[src/rtl/pwm_bank_pkg.sv]
`timescale 1ns/1ps
package pwm_bank_pkg;
    localparam int unsigned DUTY_W = 10;
    localparam int unsigned FREQ_W = 4;
    localparam int unsigned PRE_W  = 5;

    typedef struct packed {
        logic [FREQ_W-1:0] freq;
        logic [DUTY_W-1:0] duty;
    } chan_cfg_t;
endpackage

[src/rtl/pwm_bank_regs.sv]
`timescale 1ns/1ps
module pwm_bank_regs
    import pwm_bank_pkg::*;
#(
    parameter int unsigned       N_CH      = 4,
    parameter int unsigned       ADDR_W    = 8,
    parameter logic [ADDR_W-1:0] BASE_ADDR = 'h20,
    parameter logic [ADDR_W-1:0] EN_ADDR   = 'h30
) (
    input  logic                       clk,
    input  logic                       rst_n,
    input  logic                       reg_we,
    input  logic [ADDR_W-1:0]          reg_addr,
    input  logic [7:0]                 reg_wdata,
    output logic [7:0]                 reg_rdata,
    output chan_cfg_t [N_CH-1:0]       shadow_cfg,
    output logic [N_CH-1:0]            chan_en
);
    localparam logic [ADDR_W-1:0] SPAN = ADDR_W'(2 * N_CH);

    typedef struct packed {
        chan_cfg_t [N_CH-1:0] cfg;
        logic [N_CH-1:0]      en;
    } regs_t;

    regs_t             st_d, st_q;
    logic [ADDR_W-1:0] offset;
    logic              in_bank;

    always_comb begin
        offset    = reg_addr - BASE_ADDR;
        in_bank   = (reg_addr >= BASE_ADDR) && (offset < SPAN);
        st_d      = st_q;
        reg_rdata = '0;
        if (reg_addr == EN_ADDR) begin
            reg_rdata[N_CH-1:0] = st_q.en;
            if (reg_we) st_d.en = reg_wdata[N_CH-1:0];
        end
        for (int i = 0; i < N_CH; i++) begin
            if (in_bank && offset == ADDR_W'(2 * i)) begin
                reg_rdata = st_q.cfg[i].duty[7:0];
                if (reg_we) st_d.cfg[i].duty[7:0] = reg_wdata;
            end
            if (in_bank && offset == ADDR_W'(2 * i + 1)) begin
                reg_rdata = {st_q.cfg[i].freq, 2'b00, st_q.cfg[i].duty[9:8]};
                if (reg_we) begin
                    st_d.cfg[i].duty[9:8] = reg_wdata[1:0];
                    st_d.cfg[i].freq      = reg_wdata[7:4];
                end
            end
        end
    end

    always_ff @(posedge clk or negedge rst_n) begin
        if (!rst_n) st_q <= '0;
        else        st_q <= st_d;
    end

    assign shadow_cfg = st_q.cfg;
    assign chan_en    = st_q.en;
endmodule

[src/rtl/pwm_bank_chan.sv]
`timescale 1ns/1ps
module pwm_bank_chan
    import pwm_bank_pkg::*;
(
    input  logic              clk,
    input  logic              rst_n,
    input  logic              en,
    input  chan_cfg_t         shadow,
    output logic              pwm_o,
    output logic [PRE_W-1:0]  pre_o,
    output logic [DUTY_W-1:0] qcnt_o,
    output chan_cfg_t         active_o
);
    localparam logic [DUTY_W-1:0] LAST_Q = '1;

    typedef struct packed {
        logic [PRE_W-1:0]  pre;
        logic [DUTY_W-1:0] qcnt;
        chan_cfg_t         act;
        logic              out;
    } chan_t;

    chan_t            st_d, st_q;
    logic [PRE_W-1:0] last_pre;

    always_comb begin
        st_d     = st_q;
        last_pre = 5'd31 - PRE_W'(st_q.act.freq);
        if (!en) begin
            st_d.pre  = '0;
            st_d.qcnt = '0;
            st_d.act  = shadow;
            st_d.out  = 1'b0;
        end else begin
            st_d.out = (st_q.qcnt <= st_q.act.duty);
            if (st_q.pre == last_pre) begin
                st_d.pre = '0;
                if (st_q.qcnt == LAST_Q) begin
                    st_d.qcnt = '0;
                    st_d.act  = shadow;
                end else begin
                    st_d.qcnt = st_q.qcnt + 1'b1;
                end
            end else begin
                st_d.pre = st_q.pre + 1'b1;
            end
        end
    end

    always_ff @(posedge clk or negedge rst_n) begin
        if (!rst_n) st_q <= '0;
        else        st_q <= st_d;
    end

    assign pwm_o    = st_q.out;
    assign pre_o    = st_q.pre;
    assign qcnt_o   = st_q.qcnt;
    assign active_o = st_q.act;
endmodule

[src/rtl/pwm_bank.sv]
`timescale 1ns/1ps
module pwm_bank
    import pwm_bank_pkg::*;
#(
    parameter int unsigned       N_CH      = 4,
    parameter int unsigned       ADDR_W    = 8,
    parameter logic [ADDR_W-1:0] BASE_ADDR = 'h20,
    parameter logic [ADDR_W-1:0] EN_ADDR   = 'h30
) (
    input  logic              clk,
    input  logic              rst_n,
    input  logic              reg_we,
    input  logic [ADDR_W-1:0] reg_addr,
    input  logic [7:0]        reg_wdata,
    output logic [7:0]        reg_rdata,
    output logic [N_CH-1:0]   pwm_out
);
    chan_cfg_t [N_CH-1:0]              shadow_cfg;
    chan_cfg_t [N_CH-1:0]              active_cfg;
    logic      [N_CH-1:0]              chan_en;
    logic      [N_CH-1:0][PRE_W-1:0]   pre_vec;
    logic      [N_CH-1:0][DUTY_W-1:0]  qcnt_vec;

    pwm_bank_regs #(
        .N_CH(N_CH), .ADDR_W(ADDR_W), .BASE_ADDR(BASE_ADDR), .EN_ADDR(EN_ADDR)
    ) u_regs (
        .clk(clk), .rst_n(rst_n), .reg_we(reg_we), .reg_addr(reg_addr),
        .reg_wdata(reg_wdata), .reg_rdata(reg_rdata),
        .shadow_cfg(shadow_cfg), .chan_en(chan_en)
    );

    for (genvar g = 0; g < N_CH; g++) begin : g_chan
        pwm_bank_chan u_chan (
            .clk(clk), .rst_n(rst_n), .en(chan_en[g]), .shadow(shadow_cfg[g]),
            .pwm_o(pwm_out[g]), .pre_o(pre_vec[g]), .qcnt_o(qcnt_vec[g]),
            .active_o(active_cfg[g])
        );
    end
endmodule

[config.mk]
export PLATFORM = sky130hd
export DESIGN_NAME = pwm_bank
export DESIGN_NICKNAME = d
export VERILOG_FILES = /design/src/rtl/pwm_bank_pkg.sv /design/src/rtl/pwm_bank_regs.sv /design/src/rtl/pwm_bank_chan.sv /design/src/rtl/pwm_bank.sv
export SDC_FILE = /design/constraint.sdc
export NUM_CORES = 1
export LEC_CHECK = 0
export BUFFER_PORTS_ARGS = -buffer_cell sky130_fd_sc_hd__buf_2
export CAP_MARGIN = 20
export CORE_MARGIN = 4
export CORE_UTILIZATION = 55
export DETAILED_ROUTE_END_ITERATION = 8
export PLACE_DENSITY = 0.76
export SYNTH_ARGS = -nofsm -noshare
export SYNTH_HDL_FRONTEND = slang
export SYNTH_HIERARCHICAL = 1
export SYNTH_SLANG_ARGS = --single-unit
[constraint.sdc]
create_clock -name clk -period 4 [get_ports clk]
set_input_delay 0.6 -clock clk [delete_from_list [all_inputs] [get_ports clk]]
set_output_delay 0.6 -clock clk [all_outputs]
set_load 0.02 [all_outputs]
* Word-level counts from Yosys, hierarchy flattened
Cells that the tools add are included.
** Word-level totals
- Flip-flop bits (word level) :: 180
- Input port bits :: 19
- Output and inout port bits :: 12
- Word-level logic and storage cells :: 128
** Cells by class
- Add/subtract/negate cells :: 13
- Magnitude comparators :: 6
- Eq/ne operators :: 24
- Muxes and demuxes :: 29
- Reduce and logical (&&, ||, !) cells :: 23
** Operator list (number)
- $mux W30 :: 4
- $mux W24 :: 4
- $mux W8 :: 8
- $mux W14 :: 4
- $add A10 B1 Y10 const B :: 4
- $eq A10 B10 Y1 const B :: 4
- $le A10 B10 Y1 :: 4
- $mux W10 :: 4
- $eq A8 B3 Y1 const B :: 4
- $reduce_and A2 Y1 :: 13
- $add A5 B1 Y5 const B :: 4
- $eq A5 B5 Y1 :: 4
- $mux W5 :: 4
- $sub A5 B4 Y5 const A :: 4
- $eq A8 B2 Y1 const B :: 2
- $ne A2 B1 Y1 const B :: 8
- $logic_and A1 B1 Y1 :: 9
- $eq A8 B1 Y1 const B :: 1
- $eq A8 B6 Y1 const B :: 1
- $ge A8 B6 Y1 const B :: 1
- $logic_not A8 Y1 :: 1
- $lt A8 B4 Y1 const B :: 1
- $sub A8 B6 Y8 const B :: 1
- $mux W4 :: 1

* Longest topological paths before layout
- Depth after elaboration :: 12
- Mapped depth :: 7
- Gate-level depth less buffers :: 6

* By module
Netlist, hierarchy kept.
** By module, submodules not included
- pwm_bank_chan :: instances 4, cells each 156, area an instance 1714.1 um2, sequential area each 750.7 um2
- pwm_bank_regs :: instances 1, cells each 217, area an instance 2939.1 um2, sequential area each 1501.4 um2

* Least setup slack after synthesis
OpenSTA, ideal clock, no wires.
- Path type :: input to output
- From :: input port reg_addr[1]
- To :: output port reg_rdata[5]
- Arrival time :: 2.039 ns
- Data required time :: 3.400 ns
- Setup slack :: 1.361 ns
- Cell stages on the path :: 6
- Path buffers :: 3
- Path through :: clkbuf_1 -> clkbuf_1 -> clkbuf_1 -> mux4_2 -> a22oi_1 -> nor2_1
** Between the ends
- Longest elaborated chain between the ends :: 12
- Elaborated cells between the ends (all ways) :: 28
- Those cells by class :: 1 x add/sub; 2 x order compare; 7 x eq/ne; 8 x mux; 10 x reduce/logical
** RTL lines
- from (decl) :: line pwm_bank.sv:13 : input logic [ADDR_W-1:0] reg_addr,
- $sub A8 B6 Y8 :: line pwm_bank_regs.sv:31 : offset = reg_addr - BASE_ADDR;
- $lt A8 B4 Y1 :: line pwm_bank_regs.sv:32 : in_bank = (reg_addr >= BASE_ADDR) && (offset < SPAN);
- $logic_and A1 B1 Y1 :: line pwm_bank_regs.sv:32
- $logic_and A1 B1 Y1 :: line pwm_bank_regs.sv:40 : if (in_bank && offset == ADDR_W'(2 * i)) begin
- $mux W8 :: line pwm_bank_regs.sv:40
- $mux W8 :: line pwm_bank_regs.sv:44 : if (in_bank && offset == ADDR_W'(2 * i + 1)) begin
- $mux W8 :: line pwm_bank_regs.sv:40
- $mux W8 :: line pwm_bank_regs.sv:44
- $mux W8 :: line pwm_bank_regs.sv:40
- $mux W8 :: line pwm_bank_regs.sv:44
- $mux W8 :: line pwm_bank_regs.sv:40
- $mux W8 * :: line pwm_bank_regs.sv:44
- to (decl) :: line pwm_bank.sv:15 : output logic [7:0] reg_rdata,
Mark *: on every way between the ends. The rest lies on a longest branch, timed or not.

* Final worst setup path
- From :: input port reg_addr[5]
- To :: output port reg_rdata[1]
Same word-level chain as after synthesis.

==> metrics.csv <==
stage,metric,value,unit
worst_setup_path,Crit path required time,3.40,ns
sta,Final Max Tran Viols,0,
die,Core Area,17400,sq um
clocking,post-cts resize count,0,
clocking,CTS root buffer,clkbuf_16,
sta,final setup fails,0,
drt,Avg Vias per Cell,6.04,
worst_setup_path,Worst Setup SP,reg_addr[5],
cells_and_area,Antenna Cells,0,
clocking,H-tree Lvls,4,
power_and_ir_drop,LEAKAGE,4.91,nW
clocking,clk_lat worst skew,0.43,ns
power_and_ir_drop,PD cells,368,nW/um^2
clocking,Post-CTS Setup Inserts,0,
synth,"EDFF count, synth",0,
sta,Tmin final,2.94,ns
grt,GRT overflow,0,
drt,Routed Wire Length,20400,microns
drt,Vias,6613,
grt,vias in the first global route,6578,
sta,Clock Skews,0.00865,ns
min_path,Hold Path Class,input port to async pin,
synth,Post-Syn Area,9800,sq um
outcome,status,completed,
drt,DR WL/cell,18.7,microns
sta,fmax,341,MHz
synth,prevailing post-synth register cell,dfrtp_1,
sta,RSZ-0062 raised after global routing,no,
synth,Post-Syn Area per Cell,11.6,sq um
synth,Synth Warn #,6,
die,die width,141,microns
power_and_ir_drop,Max VDD drop,245,uV
clocking,CTS buffer count,17,
cells_and_area,share of cells above drive strength 1,0.236,
die,Rows,48,
drt,"antenna viol nets, final",0,
worst_setup_path,Register-to-Register Path Depth,4,
place,count of input and output buffers,30,
cells_and_area,area grow syn2layout,8.67,%
grt,largest net degree at the start of global routing,73,
drt,drt pass-1 iters,4,
clocking,clock tree buffer depth,2,
synth,synth unique cells,57,
worst_setup_path,crit-path max FO,6,
worst_setup_path,CP endpoint,reg_rdata[1],
die,Die Span Y,141,microns
drt,drt initial violations,438,
synth,Syn Nets,909,
worst_setup_path,startpoint types,input port,
die,I/O pin cnt,31,
die,Initial Util,0.564,
cells_and_area,Util after Layout,0.613,
worst_setup_path,RR Endpoint,g_chan[0].u_chan/active_o[10],
synth,Post-Synthesis Cells,841,
synth,Synth Register Bits,180,
grt,antenna violations before repair,0,
synth,asr flop ratio synth,1.00,
clocking,TritonCTS clock tree,done,
sta,Tcrit/Tclk final,0.734,
grt,Tot GR Track Use,0.212,
place,hpwl dp,13900,microns
drt,number of remaining DRC errors,0,
worst_setup_path,critical path class,input port to output pin,
worst_setup_path,Critical Path AT,2.34,ns
worst_setup_path,FF-to-FF setup slack,1.44,ns
place,routability cong.,0.848,
clocking,Worst-path clk slew,0.07,ns
sta,slew margin rel.,0.304,
clocking,cts hold-fix bufs,0,
sta,final hold viol count,0,
sta,Slew @ Worst Pin,1.04,ns
sta,total negative slack,0,ns
grt,first-pass GRT wire length,33800,microns
flow_run,max-capacitance violation count,0,
die,die area,20000,sq um
worst_setup_path,R2R Path Start,g_chan[0].u_chan/pre_o[2],
cells_and_area,number of nets in the layout,925,
synth,register area share after synthesis,0.460,
clocking,Sink Count,180,
worst_setup_path,Worst Setup End Kind,output pin,
-- worst max-delay path, stage by stage --
cell and delay (ns):
buf_2 0.10, inv_1 0.05, ha_1 0.26, nand3b_1 0.16, nor3_1 0.53, nand2_1 0.17, o22a_1 0.28, buf_2 0.17
-- through the flow --
stage / setup slack [ns] / power (mW) / cells / area (sq um) / hold WS [ns]
CTS: 1.10 / 3.96 / 1095 / 10600 / 0.217
global placement: 1.13 / 2.30 / 1063 / 10100 / 0.490
detailed placement: 1.09 / 2.31 / 1063 / 10100 / 0.496
global route: 0.984 / 4.08 / 1095 / 10600 / 0.234
finish: 1.06 / 3.92 / 1095 / 10600 / 0.172
floorplan: 1.36 / 2.19 / 841 / 9800 / 0.304
-- cell usage after synthesis, drive strengths merged (3+ instances only) --
cell,n,area share
dfrtp,180,0.46
mux2,116,0.14
inv,56,0.021
ha,49,0.063
nand2,40,0.015
nor2,31,0.012
nand3,30,0.017
xor2,25,0.022
or4,24,0.018
a21oi,23,0.012
o21ai,23,0.012
buf,19,0.014
clkbuf,16,0.0061
nand2b,16,0.010
o31ai,16,0.018
nand4,15,0.0096
a21o,14,0.011
and4,12,0.011
mux2i,10,0.010
nor4,10,0.010
nand3b,9,0.0069
a21boi,8,0.0061
and3,8,0.0051
mux4,8,0.018
nor3,7,0.0036
o21a,7,0.0054
a221oi,6,0.0054
a22oi,6,0.0046
a2111oi,4,0.0036
nor2b,4,0.0026
nor4b,4,0.0036
o221a,4,0.0046
o22ai,4,0.0026
o31a,4,0.0036
o41ai,4,0.0036
or4b,4,0.0041
xnor2,4,0.0036
a22o,3,0.0027
-- cell usage in the layout (no fill, tap or decap), drive strengths merged, types with 5 or more instances in the layout --
cell	instances
dfrtp	180
mux2	116
inv	59
ha	49
nand2	40
buf	32
nor2	31
nand3	30
xor2	25
or4	24
o21ai	23
a21oi	23
clkbuf	19
nand2b	16
o31ai	16
nand4	15
a21o	14
and4	12
mux2i	10
nor4	10
nand3b	9
and3	8
a21boi	8
mux4	8
nor3	7
o21a	7
a221oi	6
a22oi	6
clkinv	5
-- cells by family (layout without fill, tap and decap cells) --
kind of cell,after synthesis,count (layout),share of synthesized area
XOR/XNOR,29,29,0.0259
AO/OA/AOI/OAI,135,135,0.101
AND/OR/NAND/NOR,223,223,0.138
adder cells (fa/ha/maj),49,49,0.0626
flip-flops,180,180,0.460
buffers and inverters,91,120,0.0413
multiplexers,134,134,0.171
-- registers in the layout, summed over array words and instances, names as in the netlist --
name and flops:
g_chan.u_chan/pwm_o 4, u_regs/shadow_cfg 56, g_chan.u_chan/qcnt_o 40, u_regs/chan_en 4, g_chan.u_chan/pre_o 20, g_chan.u_chan/active_o 56
-- worst min-delay path by stage --
| stage | startpoint | endpoint | slack, ns | cells past startpoint |
|---|---|---|---|---|
| finish | rst_n | g_chan[2].u_chan/qcnt_o[1] | 0.17 | 1 |
| global route | rst_n | g_chan[2].u_chan/qcnt_o[1] | 0.23 | 1 |
| global placement | g_chan[3].u_chan/active_o[3] | g_chan[3].u_chan/active_o[3] | 0.49 | 1 |
| floorplan | rst_n | g_chan[0].u_chan/active_o[0] | 0.30 | 0 |
| CTS | rst_n | g_chan[2].u_chan/active_o[7] | 0.22 | 1 |
| detailed placement | g_chan[0].u_chan/active_o[2] | g_chan[0].u_chan/active_o[2] | 0.50 | 1 |
-- cell type report --
class | instances | area (sq um)
Tap cell | 225 | 282
Fill cell | 1360 | 6710
Inverter | 56 | 210
Sequential cell | 180 | 4500
Timing Repair Buffer | 32 | 184
Clock inverter | 13 | 125
Clock buffer | 19 | 453
Multi-Input combinational cell | 570 | 4890
-- per-layer routing --
| metal | vias to the layer above | wire length (microns) | GRT usage |
|---|---|---|---|
| li1 | 3151 | - | - |
| met1 | 3297 | 9460 | 0.298 |
| met2 | 139 | 9850 | 0.338 |
| met3 | 26 | 756 | 0.0334 |
| met4 | 0 | 375 | 0.0747 |
| met5 | - | 0 | 0 |
-- power by group --
part / leakage (nW) / internal [mW] / switching (mW)
clock network: 0.274 / 0.899 / 0.737
registers: 2.49 / 1.89 / 0.0649
logic: 2.14 / 0.152 / 0.175
total: 4.91 / 2.94 / 0.977
No activity file was read; power rests on OpenSTA's default activity.
